$ cat src/rtl/tmr_pkg.sv
package tmr_pkg;
  localparam int unsigned CNT_W  = 8;
  localparam int unsigned ADDR_W = 2;

  localparam logic [ADDR_W-1:0] A_COUNT = 2'd0;
  localparam logic [ADDR_W-1:0] A_CMP   = 2'd1;
  localparam logic [ADDR_W-1:0] A_CTRL  = 2'd2;
  localparam logic [ADDR_W-1:0] A_CLR   = 2'd3;

  localparam int unsigned N_FLAGS = 2;
  localparam int unsigned F_OVF   = 0;
  localparam int unsigned F_CMP   = 1;

  typedef enum logic { M_FREE = 1'b0, M_CLR_ON_CMP = 1'b1 } mode_e;

  typedef struct packed {
    mode_e mode;
    logic  ie_ovf;
    logic  ie_cmp;
  } ctrl_t;
endpackage

$ cat src/rtl/tmr_regs.sv
module tmr_regs
  import tmr_pkg::*;
#(
  parameter int unsigned W = CNT_W
) (
  input  logic              clk,
  input  logic              rst_n,
  input  logic              wr_en,
  input  logic [ADDR_W-1:0] wr_addr,
  input  logic [W-1:0]      wr_data,
  output logic              wr_count,
  output logic [W-1:0]      cmp_val,
  output ctrl_t             ctrl,
  output logic [N_FLAGS-1:0] w1c
);
  logic wr_cmp, wr_ctrl, wr_clr;

  always_comb begin
    wr_count = wr_en && (wr_addr == A_COUNT);
    wr_cmp   = wr_en && (wr_addr == A_CMP);
    wr_ctrl  = wr_en && (wr_addr == A_CTRL);
    wr_clr   = wr_en && (wr_addr == A_CLR);
    w1c      = wr_clr ? wr_data[N_FLAGS-1:0] : '0;
  end

  always_ff @(posedge clk) begin
    if (!rst_n) begin
      cmp_val <= '0;
      ctrl    <= '{mode: M_FREE, ie_ovf: 1'b0, ie_cmp: 1'b0};
    end else begin
      if (wr_cmp) cmp_val <= wr_data;
      if (wr_ctrl) begin
        ctrl.mode   <= mode_e'(wr_data[0]);
        ctrl.ie_ovf <= wr_data[1];
        ctrl.ie_cmp <= wr_data[2];
      end
    end
  end

  p_cmp_write_r5: assert property (@(posedge clk) disable iff (!rst_n)
    wr_cmp |=> (cmp_val == $past(wr_data)));
endmodule

$ cat src/rtl/tmr_core.sv
module tmr_core
  import tmr_pkg::*;
#(
  parameter int unsigned W = CNT_W
) (
  input  logic         clk,
  input  logic         rst_n,
  input  logic         tick_en,
  input  logic         wr_count,
  input  logic [W-1:0] wr_data,
  input  logic [W-1:0] cmp_val,
  input  mode_e        mode,
  output logic [W-1:0] count,
  output logic         masked,
  output logic         set_ovf,
  output logic         set_cmp
);
  localparam logic [W-1:0] TOP_FREE = {W{1'b1}};

  logic         hit;
  logic         step;
  logic [W-1:0] count_nx;

  always_comb begin
    step     = tick_en && !wr_count;
    hit      = (count == cmp_val) && !masked;
    set_cmp  = step && hit;
    set_ovf  = step && (count == TOP_FREE);
    count_nx = count;
    if (wr_count)
      count_nx = wr_data;
    else if (tick_en) begin
      if ((mode == M_CLR_ON_CMP) && hit) count_nx = '0;
      else                               count_nx = count + 1'b1;
    end
  end

  always_ff @(posedge clk) begin
    if (!rst_n) begin
      count  <= '0;
      masked <= 1'b0;
    end else begin
      count <= count_nx;
      if (wr_count)     masked <= 1'b1;
      else if (tick_en) masked <= 1'b0;
    end
  end

  p_hold_r2: assert property (@(posedge clk) disable iff (!rst_n)
    (!tick_en && !wr_count) |=> $stable(count));

  p_write_r7: assert property (@(posedge clk) disable iff (!rst_n)
    wr_count |=> (count == $past(wr_data)));

  p_masked_step_r6: assert property (@(posedge clk) disable iff (!rst_n)
    (step && masked) |=> (count == $past(count) + 1'b1));
endmodule

$ cat src/rtl/tmr_flags.sv
module tmr_flags
  import tmr_pkg::*;
#(
  parameter int unsigned N = N_FLAGS
) (
  input  logic         clk,
  input  logic         rst_n,
  input  logic [N-1:0] set,
  input  logic [N-1:0] clr,
  output logic [N-1:0] flag
);
  for (genvar i = 0; i < N; i++) begin : g_flag
    always_ff @(posedge clk) begin
      if (!rst_n)      flag[i] <= 1'b0;
      else if (set[i]) flag[i] <= 1'b1;
      else if (clr[i]) flag[i] <= 1'b0;
    end

    p_sticky_r4: assert property (@(posedge clk) disable iff (!rst_n)
      (flag[i] && !clr[i]) |=> flag[i]);

    p_set_wins_r9: assert property (@(posedge clk) disable iff (!rst_n)
      set[i] |=> flag[i]);
  end
endmodule

$ cat src/rtl/tick_timer.sv
module tick_timer
  import tmr_pkg::*;
#(
  parameter int unsigned W = CNT_W
) (
  input  logic              clk,
  input  logic              rst_n,
  input  logic              tick_en,
  input  logic              wr_en,
  input  logic [ADDR_W-1:0] wr_addr,
  input  logic [W-1:0]      wr_data,
  input  logic              ack_ovf,
  input  logic              ack_cmp,
  output logic [W-1:0]      count,
  output logic              ovf_flag,
  output logic              cmp_flag,
  output logic              irq_ovf,
  output logic              irq_cmp
);
  logic               wr_count;
  logic [W-1:0]       cmp_val;
  ctrl_t              ctrl;
  logic [N_FLAGS-1:0] w1c;
  logic               masked;
  logic               set_ovf, set_cmp;
  logic [N_FLAGS-1:0] fset, fclr, flag;

  tmr_regs #(.W(W)) u_regs (
    .clk(clk), .rst_n(rst_n), .wr_en(wr_en), .wr_addr(wr_addr),
    .wr_data(wr_data), .wr_count(wr_count), .cmp_val(cmp_val),
    .ctrl(ctrl), .w1c(w1c)
  );

  tmr_core #(.W(W)) u_core (
    .clk(clk), .rst_n(rst_n), .tick_en(tick_en), .wr_count(wr_count),
    .wr_data(wr_data), .cmp_val(cmp_val), .mode(ctrl.mode),
    .count(count), .masked(masked), .set_ovf(set_ovf), .set_cmp(set_cmp)
  );

  always_comb begin
    fset        = '0;
    fset[F_OVF] = set_ovf;
    fset[F_CMP] = set_cmp;
    fclr        = w1c;
    fclr[F_OVF] = w1c[F_OVF] | ack_ovf;
    fclr[F_CMP] = w1c[F_CMP] | ack_cmp;
  end

  tmr_flags #(.N(N_FLAGS)) u_flags (
    .clk(clk), .rst_n(rst_n), .set(fset), .clr(fclr), .flag(flag)
  );

  assign ovf_flag = flag[F_OVF];
  assign cmp_flag = flag[F_CMP];
  assign irq_ovf  = ovf_flag & ctrl.ie_ovf;
  assign irq_cmp  = cmp_flag & ctrl.ie_cmp;

  p_wrap_r3: assert property (@(posedge clk) disable iff (!rst_n)
    (tick_en && !wr_count && (count == {W{1'b1}})) |=> ((count == '0) && ovf_flag));

  p_no_match_when_masked_r6: assert property (@(posedge clk) disable iff (!rst_n)
    (tick_en && masked && !wr_count) |=> !$rose(cmp_flag));

  p_irq_needs_flag_r10: assert property (@(posedge clk) disable iff (!rst_n)
    (irq_ovf |-> ovf_flag) and (irq_cmp |-> cmp_flag));
endmodule

$ cat config.mk
export PLATFORM = sky130hd
export DESIGN_NAME = tick_timer
export DESIGN_NICKNAME = d
export VERILOG_FILES = /design/src/rtl/tmr_pkg.sv /design/src/rtl/tmr_regs.sv /design/src/rtl/tmr_core.sv /design/src/rtl/tmr_flags.sv /design/src/rtl/tick_timer.sv
export SDC_FILE = /design/constraint.sdc
export NUM_CORES = 1
export LEC_CHECK = 0
export BUFFER_PORTS_ARGS = -buffer_cell sky130_fd_sc_hd__buf_2
export CAP_MARGIN = 40
export CORE_UTILIZATION = 50
export CTS_BUF_LIST = sky130_fd_sc_hd__clkbuf_16
export DETAILED_ROUTE_END_ITERATION = 10
export PLACE_DENSITY = 0.8
export RECOVER_POWER = 50
export SYNTH_ARGS = -nofsm -noshare
export SYNTH_HDL_FRONTEND = slang
export SYNTH_SLANG_ARGS = --single-unit
$ cat constraint.sdc
create_clock -name clk -period 2.36 [get_ports clk]
set_input_delay 0.59 -clock clk [delete_from_list [all_inputs] [get_ports clk]]
set_output_delay 0.59 -clock clk [all_outputs]
set_load 0.01 [all_outputs]
# After elaboration in Yosys (flattened, before gate mapping)
# Index checks and enable logic that the tools add are counted.
# totals
register_bits	22
in_bits	16
# op_classes
n_addsub	1
eq_ne	5
mux	10
bitwise_logic	4
reduce_logical	15
# op_table
op	count
8-bit two-way mux	3
1-bit logical AND	9
8-bit by 1-bit adder with 8-bit output (second input constant)	1
8-bit == test	1
8-bit == test (second input constant)	1
1-bit two-way mux	6
2-bit nonzero test	3
2-bit == test (second input constant)	2
1-bit bitwise AND	2
2-bit by 1-bit == test with 1-bit output (second input constant)	1
1-bit logical NOT	2
2-bit logical NOT	1
2-bit two-way mux	1
1-bit OR	2

# Depth between registers and ports, before layout
# logic_depth
word_depth	6
depth_mapped	5
ltp_nobuf	4

# Hierarchy
# Synthesis repeated with hierarchy kept, for this count alone.
# unflattened
cells_unflattened	138
hier_area_um2	1241.2
# modules_own_cells
module	instances	cells_each	area_per_inst_um2	seq_area_each_um2
tmr_core	1	79	664.4	180.2
tmr_regs	1	49	469.2	220.2
tmr_flags	1	6	82.6	40.0
tick_timer	1	4	25.0	0.0

# Worst setup path after synthesis
# Ideal clock, no wire load.
# synth_path
kind	input to register
startpoint	in wr_addr[1]
endpoint	reg u_core.count[0]
arrival_ns	1.373
required_time_ns	2.228
slack_ns	0.855
path_stages	4
path_buffers	1
path_cell_list	nor3b_4 -> buf_4 -> mux2i_1 -> o32ai_1
# synth_via
elab_chain_cells	3
elab_cells_between_ends	4
classes_between	1 x mux; 3 x reduce/logical
# synth_lines
element	line_no	source
from (decl)	tick_timer.sv:10	input logic [ADDR_W-1:0] wr_addr,
2-bit logical NOT (*)	tmr_regs.sv:19	wr_count = wr_en && (wr_addr == A_COUNT);
1-bit logical AND (*)	tmr_regs.sv:19	
8-bit two-way mux / 2-bit nonzero test (equally long branches)	--	
to (signal assigned)	tmr_core.sv:43	count <= count_nx;
to (decl)	tmr_core.sv:13	output logic [W-1:0] count,
# Mark *: on every way between the ends. The rest lies on a longest branch, timed or not.
# A chain may end at the register's enable or synchronous reset.

# Worst setup path after layout
# layout_path
startpoint	reg u_core.count[0]
endpoint	reg u_core.count[5]
# layout_via
elab_chain_cells	6
elab_cells_between_ends	7
classes_between	1 x add/sub; 1 x eq/ne; 3 x mux; 2 x reduce/logical
# layout_lines
element	line_no	source
parallel branches: the longest is 3 deep, another holds 8-bit by 1-bit adder with 8-bit output	--	
8-bit two-way mux (*)	tmr_core.sv:33	if ((mode == M_CLR_ON_CMP) && hit) count_nx = '0;
8-bit two-way mux (*)	tmr_core.sv:32	else if (tick_en) begin
8-bit two-way mux (*)	tmr_core.sv:30	if (wr_count)
# Mark *: on every way between the ends. The select of a mux whose other input is x is not followed.

==> flow_metrics.py <==
metrics = {
    "synthesis": {
        "syn-num-nets": 140,
        "avgSynthCellArea_um2": 9.54,
        "synthesis.area_mm2": 0.00117,
        "ys_seq_elements": 22,
        "synth_cells": 123,
        "ys_warn_count": 0,
        "ys_seq_area_frac": 0.375,
        "synth_cell_type_count": 31,
    },
    "sta": {
        "timing.final.crit_share": 0.714,
        "slew_headroom": 0.557,
        "setup_viol": 0,
        "fmax_ghz": 0.593,
        "min_period_ns": 1.69,
        "rsz0062_at_grt": "no",
        "fin_tns_setup_ns": 0,
        "slew_violations": 0,
        "worstMarginPinSlew_ns": 0.664,
        "skew_ns": 0.000970,
        "hold_viol_final": 0,
    },
    "clocking": {
        "root_buffer": "clkbuf_16",
        "clkTransAtPathRegs_ns": 0.05,
        "clock_latency_ns": 0.25,
        "postCtsSetupBuffers": 0,
        "clockBufferDepth": 2,
        "ctsHoldBuffers": 0,
        "htree_levels": 1,
        "numCtsBuffers": 3,
        "cts.sinks": 22,
        "cts_tree": "yes",
        "post_cts_resized": 0,
    },
    "setup_path": {
        "r2r.worst_path.cells": 4,
        "r2r_end": "u_core.count[5]$_SDFFE_PN0P_",
        "r2r_setup_slack_ns": 0.67,
        "cp_slowest_cell": "nor3_2",
        "worstPathMaxFanout": 9,
        "timing.rr.start": "u_core.count[0]$_SDFFE_PN0P_",
        "cp_cell_sequence": "xnor2_1, nand3_1, nor3_2, o32ai_1",
        "cp.required_ns": 2.46,
        "path_class": "register to register",
        "path_delay_family": "simple AND/OR/NAND/NOR gates",
        "crit_buf_inv": 0,
        "end_kind": "register",
        "cp_data_arrival_time_ns": 1.78,
        "critPathLaunchType": "register",
        "cpPeakStageDelay_ns": 0.53,
    },
    "routing": {
        "route.detailed.drc": 0,
        "wl_per_cell_um": 15.4,
        "first_iter_violations": 20,
        "dr.pass1.iters": 4,
        "antenna_left": 0,
        "via_per_inst": 5.82,
        "wirelength_um": 2710,
        "vias": 1025,
    },
    "floorplan": {
        "die_x_um": 50.5,
        "start_util": 0.531,
        "ios": 28,
        "die-area_mm2": 0.00255,
        "fp.dieH_um": 50.5,
        "std_cell_rows": 17,
        "core_area_mm2": 0.00221,
    },
    "layout": {
        "drive_gt1_frac": 0.176,
        "syn2layout_area_growth_pct": 16.4,
        "diodes": 0,
        "mostFrequentLayoutCells": "dfxtp_1, buf_2, nor2_1",
        "layout_commonest_cell": "dfxtp_1",
        "fin_nets": 167,
    },
    "worst_hold_path": {
        "hp-start": "u_flags.flag[0]$_SDFFE_PN0P_",
        "hold_path_end": "u_flags.flag[0]$_SDFFE_PN0P_",
        "holdPathStages": 2,
        "hold_path_class": "register to register",
    },
    "power_and_ir_drop": {
        "power_density_mw_per_mm2": 665,
        "p_leak_nw": 0.552,
        "report.power.total_uw": 908,
        "peakVddDrop_mv": 0.750,
    },
    "global_route": {
        "grt_max_degree": 22,
        "grt_pass1_wl_um": 4530,
        "grt_pass1_vias": 1005,
        "grt_remaining_overflow": 0,
        "track_usage": 0.237,
        "antenna_found_initial": 0,
    },
    "status": {
        "status": "finished, final reports clean",
    },
    "placed_design": {
        "post-dp-hpwl_um": 1870,
        "port_buffers": 27,
        "place_congestion": 0.858,
    },
    "flow_run": {
        "cap_violations": 0,
    },
}
-- worst reg2reg max path, stage by stage (launching register included) --
cell and delay, ns:
dfxtp_1 0.51, xnor2_1 0.17, nand3_1 0.14, nor3_2 0.53, o32ai_1 0.18
-- worst max-delay path by stage --
stage | start | end | slack, ns | depth (start not counted)
after floorplan | wr_addr[1] | u_core.count[0]$_SDFFE_PN0P_ | 0.85 | 4
after global placement | tick_en | u_core.count[5]$_SDFFE_PN0P_ | 0.66 | 4
after detailed placement | wr_addr[1] | u_regs.cmp_val[3]$_SDFFE_PN0P_ | 0.61 | 4
after CTS | u_core.count[0]$_SDFFE_PN0P_ | u_core.count[5]$_SDFFE_PN0P_ | 0.71 | 4
after global routing | u_core.count[0]$_SDFFE_PN0P_ | u_core.count[5]$_SDFFE_PN0P_ | 0.55 | 4
final | u_core.count[0]$_SDFFE_PN0P_ | u_core.count[5]$_SDFFE_PN0P_ | 0.67 | 4
-- final cells by class --
cell class                 instances  area (um^2)
clock buffer                       3         75.1
fill                             219          846
inverter                           2         7.51
multi-input combinational         93          678
sequential                        22          440
tap                               28         35.0
timing repair buffer              28          130
-- synth_stat cells, drive strengths merged --
cell type | number | share of area
nor4b | 1 | 0.0075
clkbuf | 4 | 0.030
mux2i | 12 | 0.10
nor3b | 8 | 0.061
and2 | 2 | 0.011
mux2 | 1 | 0.0096
o22ai | 1 | 0.0053
dfxtp | 22 | 0.38
or2 | 1 | 0.0053
nand4 | 3 | 0.016
xor2 | 5 | 0.037
and3 | 1 | 0.0096
buf | 2 | 0.011
and4 | 1 | 0.0075
nand3b | 4 | 0.026
nand3 | 6 | 0.030
inv | 2 | 0.0064
nor2b | 1 | 0.0053
a21oi | 9 | 0.038
a32o | 1 | 0.0085
nor2 | 14 | 0.045
or3 | 1 | 0.0053
ha | 1 | 0.011
nand2 | 3 | 0.0096
xnor2 | 9 | 0.067
o32ai | 7 | 0.052
nor3 | 1 | 0.0085
-- state kept, by name, summed over array words and instances, names as in the netlist --
register and count:
u_flags.flag 2, u_regs.ctrl 3, u_core.count 8, u_regs.cmp_val 8
u_core.masked 1
-- metrics by stage --
stage | hold WS (ns) | worst slack [ns] | instance area, um^2 | instances | util
detailed placement | 0.487 | 0.609 | 1300 | 173 | 0.589
floorplan | 0.455 | 0.855 | 1170 | 123 | -
finish | 0.495 | 0.674 | 1370 | 176 | 0.618
CTS | 0.498 | 0.706 | 1380 | 176 | 0.623
global placement | 0.476 | 0.657 | 1300 | 173 | 0.589
global route | 0.533 | 0.549 | 1370 | 176 | 0.618
-- metal layers --
metal / share of wire / up-vias / global-route usage
met4: 0.0096 / 0 / 0.0741
met2: 0.49 / 43 / 0.411
li1: - / 495 / -
met1: 0.45 / 485 / 0.301
met3: 0.056 / 2 / 0.0333
met5: 0 / - / 0
-- power breakdown --
group          leakage, nW  total, mW  internal (mW)  switching [mW]
clock network       0.0370      0.350          0.224           0.126
logic                0.336      0.139         0.0645          0.0745
registers            0.179      0.419          0.391          0.0281
-- kinds of logic after synthesis --
| family | Yosys count | share of synthesized area |
|---|---|---|
| muxes | 13 | 0.112 |
| and+or+nand+nor | 47 | 0.246 |
| buffers and inverters | 8 | 0.0469 |
| xor gates and xnor gates | 14 | 0.104 |
| adders and majority gates | 1 | 0.0107 |
| AOI/OAI and AO/OA | 18 | 0.104 |
| DFF | 22 | 0.375 |
Note: power is estimated with default switching activity, not from simulation.
